### src/rtl/ide_seq_pkg.sv
package ide_seq_pkg;

  typedef enum logic [1:0] {
    OP_READ  = 2'd0,
    OP_WRITE = 2'd1,
    OP_TRIM  = 2'd2,
    OP_COPY  = 2'd3
  } op_e;

  // strobes from control to datapath
  typedef struct packed {
    logic load;
    logic issue;
    logic copy;
  } dp_strobe_t;

  localparam logic [7:0] STAT_DONE = 8'h50;  // ready | seek complete
  localparam logic [7:0] STAT_FAIL = 8'h41;  // ready | error

endpackage

### src/rtl/ide_seq_datapath.sv
module ide_seq_datapath
  import ide_seq_pkg::*;
#(
  parameter int LEN_W         = 16,
  parameter int SECT_W        = 16,
  parameter int LBA_W         = 32,
  parameter int PKT_W         = 24,
  parameter int SECTOR_SHIFT  = 9,
  parameter int PACKET_SHIFT  = 11
) (
  input  logic                                   clk,
  input  logic                                   rstN,
  input  dp_strobe_t                             strobe,
  input  logic [1:0]                             startCmd,
  input  logic                                   startIsPacket,
  input  logic [SECT_W-1:0]                      startSectors,
  input  logic [LBA_W-1:0]                       startLba,
  input  logic [PKT_W-1:0]                       startPktSize,
  input  logic [LEN_W-1:0]                       chunkLen,
  output logic                                   remLeZero,
  output logic                                   chunkZero,
  output logic                                   nonBlock,
  output logic                                   isPacket,
  output logic                                   cmdBad,
  output logic [1:0]                             reqOp,
  output logic [LBA_W+PACKET_SHIFT:0]            reqOffset,
  output logic [LEN_W-1:0]                       reqLen
);

  localparam int DISK_BYTES_W = SECT_W + SECTOR_SHIFT;
  localparam int REM_W  = ((DISK_BYTES_W > PKT_W) ? DISK_BYTES_W : PKT_W) + 2;
  localparam int OFF_W  = LBA_W + PACKET_SHIFT + 1;

  logic signed [REM_W-1:0] remQ;
  logic [REM_W-1:0]        idxQ;
  logic [LBA_W-1:0]        lbaQ;
  logic                    pktQ;
  logic [1:0]              cmdQ;

  logic signed [REM_W-1:0] lenExt;
  logic [OFF_W-1:0]        baseOff;
  logic [OFF_W-1:0]        offNow;
  logic [LEN_W-1:0]        copyLen;

  assign lenExt = $signed({{(REM_W-LEN_W){1'b0}}, chunkLen});

  // byte offset: block address scaled by the drive's block size, plus progress
  always_comb begin
    if (pktQ)
      baseOff = {{(OFF_W-LBA_W-PACKET_SHIFT){1'b0}}, lbaQ, {PACKET_SHIFT{1'b0}}};
    else
      baseOff = {{(OFF_W-LBA_W-SECTOR_SHIFT){1'b0}}, lbaQ, {SECTOR_SHIFT{1'b0}}};
    offNow = baseOff + {{(OFF_W-REM_W){1'b0}}, idxQ};
  end

  // direct copy never exceeds what is still owed
  assign copyLen   = (lenExt > remQ) ? remQ[LEN_W-1:0] : chunkLen;

  assign remLeZero = remQ[REM_W-1] || (remQ == '0);
  assign chunkZero = (chunkLen == '0);
  assign nonBlock  = &lbaQ;
  assign isPacket  = pktQ;
  assign cmdBad    = (cmdQ == 2'd3);

  always_ff @(posedge clk) begin
    if (!rstN) begin
      remQ      <= '0;
      idxQ      <= '0;
      lbaQ      <= '0;
      pktQ      <= 1'b0;
      cmdQ      <= 2'd0;
      reqOp     <= 2'd0;
      reqOffset <= '0;
      reqLen    <= '0;
    end else begin
      if (strobe.load) begin
        idxQ <= '0;
        lbaQ <= startLba;
        pktQ <= startIsPacket;
        cmdQ <= startCmd;
        if (startIsPacket)
          remQ <= $signed({{(REM_W-PKT_W){1'b0}}, startPktSize});
        else
          remQ <= $signed({{(REM_W-DISK_BYTES_W){1'b0}}, startSectors,
                           {SECTOR_SHIFT{1'b0}}});
      end
      if (strobe.issue) begin
        remQ      <= remQ - lenExt;
        idxQ      <= idxQ + lenExt;
        reqOp     <= pktQ ? OP_READ : cmdQ;
        reqOffset <= offNow;
        reqLen    <= chunkLen;
      end
      if (strobe.copy) begin
        remQ      <= $signed({{(REM_W-LEN_W){1'b0}}, copyLen});
        reqOp     <= OP_COPY;
        reqOffset <= '0;
        reqLen    <= copyLen;
      end
    end
  end

endmodule

### src/rtl/ide_seq_control.sv
module ide_seq_control
  import ide_seq_pkg::*;
(
  input  logic       clk,
  input  logic       rstN,
  input  logic       startValid,
  input  logic       chunkValid,
  input  logic       reqDone,
  input  logic       reqErr,
  input  logic       remLeZero,
  input  logic       chunkZero,
  input  logic       nonBlock,
  input  logic       isPacket,
  input  logic       cmdBad,
  output dp_strobe_t strobe,
  output logic       reqValid,
  output logic       dmaKick,
  output logic       dmaEnd,
  output logic       chanIdle,
  output logic       dmaErr,
  output logic       cmdOk,
  output logic       irq,
  output logic [7:0] status,
  output logic       active
);

  typedef enum logic {S_READY, S_WAIT} state_e;
  typedef enum logic [2:0] {
    D_NONE, D_START, D_PAUSE, D_FINISH, D_SLICE_END, D_COPY, D_FAIL, D_ISSUE
  } dec_e;

  state_e stateQ;
  dec_e   dec;
  logic   startTake, chunkTake, doneTake, evaluate, lenZero;

  assign startTake = startValid && (stateQ == S_READY);
  assign chunkTake = chunkValid && (stateQ == S_READY) && !startValid;
  assign doneTake  = reqDone && (stateQ == S_WAIT);
  assign evaluate  = chunkTake || doneTake;
  // a completed request re-enters the decision with its chunk already spent
  assign lenZero   = doneTake ? 1'b1 : chunkZero;

  always_comb begin
    dec = D_NONE;
    if (startTake)                 dec = D_START;
    else if (doneTake && reqErr)   dec = D_FAIL;
    else if (evaluate) begin
      if (!active)                 dec = D_PAUSE;
      else if (remLeZero)          dec = D_FINISH;
      else if (lenZero)            dec = D_SLICE_END;
      else if (isPacket && nonBlock) dec = D_COPY;
      else if (!isPacket && cmdBad)  dec = D_FAIL;
      else                         dec = D_ISSUE;
    end
  end

  always_comb begin
    strobe.load  = (dec == D_START);
    strobe.issue = (dec == D_ISSUE);
    strobe.copy  = (dec == D_COPY);
  end

  always_ff @(posedge clk) begin
    if (!rstN) begin
      stateQ   <= S_READY;
      reqValid <= 1'b0;
      dmaKick  <= 1'b0;
      dmaEnd   <= 1'b0;
      chanIdle <= 1'b0;
      dmaErr   <= 1'b0;
      cmdOk    <= 1'b0;
      irq      <= 1'b0;
      status   <= 8'h00;
      active   <= 1'b0;
    end else begin
      reqValid <= 1'b0;
      dmaKick  <= 1'b0;
      dmaEnd   <= 1'b0;
      chanIdle <= 1'b0;
      dmaErr   <= 1'b0;
      cmdOk    <= 1'b0;
      irq      <= 1'b0;
      if (doneTake) stateQ <= S_READY;
      case (dec)
        D_START: begin
          active  <= 1'b1;
          dmaKick <= 1'b1;
          status  <= 8'h00;
        end
        D_PAUSE: chanIdle <= 1'b1;
        D_FINISH: begin
          active <= 1'b0;
          dmaEnd <= 1'b1;
          if (isPacket) begin
            cmdOk <= 1'b1;
          end else begin
            status <= STAT_DONE;
            irq    <= 1'b1;
          end
        end
        D_SLICE_END: dmaEnd <= 1'b1;
        D_COPY: begin
          reqValid <= 1'b1;
          cmdOk    <= 1'b1;
          dmaEnd   <= 1'b1;
          active   <= 1'b0;
        end
        D_FAIL: begin
          dmaErr <= 1'b1;
          dmaEnd <= 1'b1;
          status <= STAT_FAIL;
          active <= 1'b0;
        end
        D_ISSUE: begin
          reqValid <= 1'b1;
          stateQ   <= S_WAIT;
        end
        default: ;
      endcase
    end
  end

endmodule

### src/rtl/ide_dma_sequencer.sv
module ide_dma_sequencer
  import ide_seq_pkg::*;
#(
  parameter int LEN_W        = 16,
  parameter int SECT_W       = 16,
  parameter int LBA_W        = 32,
  parameter int PKT_W        = 24,
  parameter int SECTOR_SHIFT = 9,
  parameter int PACKET_SHIFT = 11,
  localparam int OFF_W       = LBA_W + PACKET_SHIFT + 1
) (
  input  logic              clk,
  input  logic              rstN,
  input  logic              startValid,
  input  logic [1:0]        startCmd,
  input  logic              startIsPacket,
  input  logic [SECT_W-1:0] startSectors,
  input  logic [LBA_W-1:0]  startLba,
  input  logic [PKT_W-1:0]  startPktSize,
  input  logic              chunkValid,
  input  logic [LEN_W-1:0]  chunkLen,
  input  logic              reqDone,
  input  logic              reqErr,
  output logic              reqValid,
  output logic [1:0]        reqOp,
  output logic [OFF_W-1:0]  reqOffset,
  output logic [LEN_W-1:0]  reqLen,
  output logic              dmaKick,
  output logic              dmaEnd,
  output logic              chanIdle,
  output logic              dmaErr,
  output logic              cmdOk,
  output logic              irq,
  output logic [7:0]        status,
  output logic              active
);

  dp_strobe_t strobe;
  logic remLeZero, chunkZero, nonBlock, isPacket, cmdBad;

  ide_seq_control i_control (
    .clk        (clk),
    .rstN       (rstN),
    .startValid (startValid),
    .chunkValid (chunkValid),
    .reqDone    (reqDone),
    .reqErr     (reqErr),
    .remLeZero  (remLeZero),
    .chunkZero  (chunkZero),
    .nonBlock   (nonBlock),
    .isPacket   (isPacket),
    .cmdBad     (cmdBad),
    .strobe     (strobe),
    .reqValid   (reqValid),
    .dmaKick    (dmaKick),
    .dmaEnd     (dmaEnd),
    .chanIdle   (chanIdle),
    .dmaErr     (dmaErr),
    .cmdOk      (cmdOk),
    .irq        (irq),
    .status     (status),
    .active     (active)
  );

  ide_seq_datapath #(
    .LEN_W        (LEN_W),
    .SECT_W       (SECT_W),
    .LBA_W        (LBA_W),
    .PKT_W        (PKT_W),
    .SECTOR_SHIFT (SECTOR_SHIFT),
    .PACKET_SHIFT (PACKET_SHIFT)
  ) i_datapath (
    .clk           (clk),
    .rstN          (rstN),
    .strobe        (strobe),
    .startCmd      (startCmd),
    .startIsPacket (startIsPacket),
    .startSectors  (startSectors),
    .startLba      (startLba),
    .startPktSize  (startPktSize),
    .chunkLen      (chunkLen),
    .remLeZero     (remLeZero),
    .chunkZero     (chunkZero),
    .nonBlock      (nonBlock),
    .isPacket      (isPacket),
    .cmdBad        (cmdBad),
    .reqOp         (reqOp),
    .reqOffset     (reqOffset),
    .reqLen        (reqLen)
  );

endmodule

### config.mk
export PLATFORM = sky130hd
export DESIGN_NAME = ide_dma_sequencer
export DESIGN_NICKNAME = d
export VERILOG_FILES = /design/src/rtl/ide_seq_pkg.sv /design/src/rtl/ide_seq_datapath.sv /design/src/rtl/ide_seq_control.sv /design/src/rtl/ide_dma_sequencer.sv
export SDC_FILE = /design/constraint.sdc
export NUM_CORES = 1
export LEC_CHECK = 0
export ABC_AREA = 1
export ABC_CLOCK_PERIOD_IN_PS = 3600
export BUFFER_PORTS_ARGS = -buffer_cell sky130_fd_sc_hd__buf_2
export CAP_MARGIN = 30
export CORE_MARGIN = 5
export CORE_UTILIZATION = 45
export DETAILED_ROUTE_END_ITERATION = 16
export PLACE_DENSITY_LB_ADDON = 0.15
export SLEW_MARGIN = 20
export SYNTH_ARGS = -nofsm -noshare
export SYNTH_HDL_FRONTEND = slang
export SYNTH_SLANG_ARGS = --single-unit
### constraint.sdc
create_clock -name clk -period 3.6 [get_ports clk]
set_input_delay 0.54 -clock clk [delete_from_list [all_inputs] [get_ports clk]]
set_output_delay 0.54 -clock clk [all_outputs]
set_load 0.02 [all_outputs]
==> metrics.md <==
| Metric | Value |
|---|---|
| Core area | 0.0241 mm2 |
| CTS tree | done |
| Fin util | 0.521 |
| Design area | 0.0126 mm2 |
| Seq pwr share | 0.407 |
| Power Density | 376 mW/mm2 |
| Vias | 11582 |
| Psw | 1.57 mW |
| Post-synthesis sequential area ratio | 0.299 |
| Routed Antenna Nets | 0 |
| Maximum vdd drop | 0.284 mV |
| Critical Path End Type | register |
| Layout cell share with drive strength beyond 1 | 0.141 |
| Clock period minus worst slack | 3170 ps |
| Sw Ratio | 0.332 |
| Post-Synthesis Cells | 1704 |
| Setup tns final | 0 ps |
| DRC | 0 |
| Number of distinct library cells after synthesis | 45 |
| Crit Path Category | reg2reg |
| GP Congestion | 0.974 |
| Root Buffer Master | clkbuf_16 |
| Final Max Slew Viols | 0 |
| WP data arrival | 3500 ps |
| Pre-Repair DR Iteration Count | 5 |
| Post-synthesis instance area | 0.0109 mm2 |
| Iter 0 DRT Violations | 966 |
| HPWL Detailed | 27900 um |
| Status | finished clean |
| Multi-input logic area | 0.00665 mm2 |
| DP Area | 0.0120 mm2 |
| Area Growth Syn to Fin | 15.1% |
| Max Freq | 0.316 GHz |
| Initial antenna violation count | 3 |
| First-pass GRT wire length | 58400 um |
| RSZ-0062 raised after global routing | no |
| Top-Level Pins | 175 |
| Aggregate global-route resource usage | 0.260 |
| Vias in the first global route | 10806 |
| Final worst setup slack | 433 ps |
| Cts repair resizes | 0 |
| Least-Margin Pin Slew | 822 ps |
| Clk_skew | 16.8 ps |
| Maximum clock insertion buffer count | 2 |
| CP startpoint kind | register |
| DIE AREA | 0.0275 mm2 |
| Worst Hold Class | in2reg |
| Final #Nets | 1988 |
| Cts hold-fix bufs | 0 |
| Fillers | 2606 |
| Avg Vias per Cell | 5.33 |
| Initial Util | 0.453 |
| # diodes | 0 |
| CP required | 3940 ps |
| Clk slew on worst S/H paths | 70 ps |
| Grt total ovfl | 0 |
| Leak | 5.90 nW |
| Clock net sink count | 163 |
| Die width | 166 um |
| Syn_area_per_cell | 6.41 um2 |
| Worst slew margin | 0.452 |
| Finish-stage setup viols | 0 |
| Die height | 166 um |
| Row count | 57 |
| Drt wl/cell | 16.9 um |
| Post-route clock period utilization | 0.880 |
| Register area | 0.00326 mm2 |
| Clock power frac | 0.406 |
| H-tree depth | 4 |
| Internal Power | 3.16 mW |
| Port bufs | 169 |
| Final Power | 4.73 mW |
| Clk Latency, worst-skew pair | 450 ps |
| # Post-CTS Setup Buffers | 0 |
| Synth Warn # | 0 |
| TritonCTS Buffers | 17 |
| Crit-path max FO | 17 |
| Final hold vios | 0 |
| Comb pwr share | 0.187 |
| Max cap viols | 0 |
| DP Worst Slack | 506 ps |
| WL final | 36800 um |
| Synth Register Bits | 163 |
| Largest net degree at the start of global routing | 82 |
==> critical path, stage by stage, from the launching register on <==
cell,delay (ps)
dfxtp_1,370
inv_1,440
o21ai_0,210
ha_1,400
nand2_1,130
nor2_1,220
nand4_1,210
nor3_1,270
nand2_1,80
nand3_1,110
nand2_1,60
nand2_1,190
nand4_1,110
a21oi_1,190
nor2_1,50
==> synthesized netlist by cell type (all sizes together) <==
master  count  area [um2]
o21a        2        15.0
and3        2        12.5
mux2i       7        70.1
fa          3        60.1
nand3      85         438
ha         50         626
nand3b      5        37.5
buf        40         231
clkinv      1        3.75
o31ai       1        7.51
a31oi       1        6.26
a21oi     197         986
a21o        7        52.6
conb        1        3.75
mux2        8        90.1
nand2     398        1540
xnor2      21         184
o211ai     21         158
inv       175         659
nor3       16        80.1
nor2      199         786
a21boi      1        7.51
o22ai       2        12.5
o21ai     203        1020
or2        12        75.1
o21bai      4        30.0
xor2       22         193
nor4        3        18.8
clkbuf     33         126
nor3b       1        7.51
and2        1        6.26
nand4      19         119
dfxtp     163        3260
==> cell families (layout without fill, tap and decap cells) <==
group	after synthesis	after routing	share of synthesized area
AOI/OAI and AO/OA	439	439	0.210
xor gates and xnor gates	43	43	0.0345
adders and majority gates	53	53	0.0628
buffers and inverters	249	392	0.0935
DFF	163	163	0.299
muxes	15	15	0.0147
other	1	5	0.000343
and+or+nand+nor	741	741	0.285
==> stage by stage <==
step,cells,hold WS [ps]
2_1_floorplan,1708,439
3_3_place_gp,2143,450
3_5_place_dp,2143,454
4_1_cts,2175,311
5_1_grt,2175,327
6_report,2175,322
==> state kept, by name, summed over array words and instances, names as in the netlist <==
register,flops
i_datapath.idxQ,27
i_datapath.lbaQ,32
i_datapath.reqOp,2
i_control.active,1
i_control.dmaKick,1
i_control.status,3
i_control.cmdOk,1
i_datapath.reqLen,16
i_control.dmaEnd,1
i_datapath.reqOffset,44
i_datapath.remQ,27
i_datapath.isPacket,1
i_control.irq,1
i_control.dmaErr,1
i_control.chanIdle,1
i_datapath.cmdQ,2
i_control.reqValid,1
i_control.stateQ,1
==> routing by layer <==
metal,share of wire,up-vias,track usage
met4,0.021,4,0.0681
met3,0.064,47,0.0533
li1,-,5873,-
met1,0.48,5313,0.369
met5,0.00062,-,0
met2,0.44,345,0.405
==> cell type report <==
type                            count  share of cell area
Sequential cell                   163               0.260
Timing Repair Buffer              184              0.0773
Clock buffer                       17              0.0339
Multi-Input combinational cell   1296               0.529
Tap cell                          324              0.0323
Clock inverter                     15              0.0148
Inverter                          176              0.0528
==> power groups by stage <==
stage	registers [mW]	logic [mW]	clock network, mW
finish	1.92	0.883	1.92
global route	1.93	0.985	2.02
CTS	1.92	0.875	1.94
detailed placement	1.96	0.870	0
global placement	1.96	0.867	0
floorplan	1.96	0.594	0
==> cells in the final DEF (no fill, tap or decap), types with 4 or more instances in the layout <==
master / count
nand2_1: 391
a21oi_1: 197
nor2_1: 193
o21ai_0: 189
buf_2: 169
inv_1: 164
dfxtp_1: 163
nand3_1: 84
ha_1: 50
xor2_1: 22
o211ai_1: 21
xnor2_1: 21
nand4_1: 19
clkbuf_16: 17
nor3_1: 16
o21ai_1: 14
buf_4: 14
or2_2: 12
inv_2: 10
mux2_2: 8
a21o_1: 7
mux2i_1: 7
inv_8: 6
nand3b_1: 5
nand2_4: 5
conb_1: 5
o21bai_1: 4
==> worst paths after layout <==
path | from | to | slack (ps) | depth (start not counted)
worst max register to register | i_datapath.isPacket$_SDFFE_PN0P_ | i_datapath.reqOffset[38]$_SDFFE_PP0P_ | 430 | 14
worst min register to register | i_datapath.reqOffset[9]$_SDFFE_PP0P_ | i_datapath.reqOffset[9]$_SDFFE_PP0P_ | 460 | 2
worst max-delay path | i_datapath.isPacket$_SDFFE_PN0P_ | i_datapath.reqOffset[38]$_SDFFE_PP0P_ | 430 | 14
worst min-delay path | startLba[31] | i_datapath.lbaQ[31]$_SDFFE_PN0P_ | 320 | 3
Power figures use the tool's default switching activity.
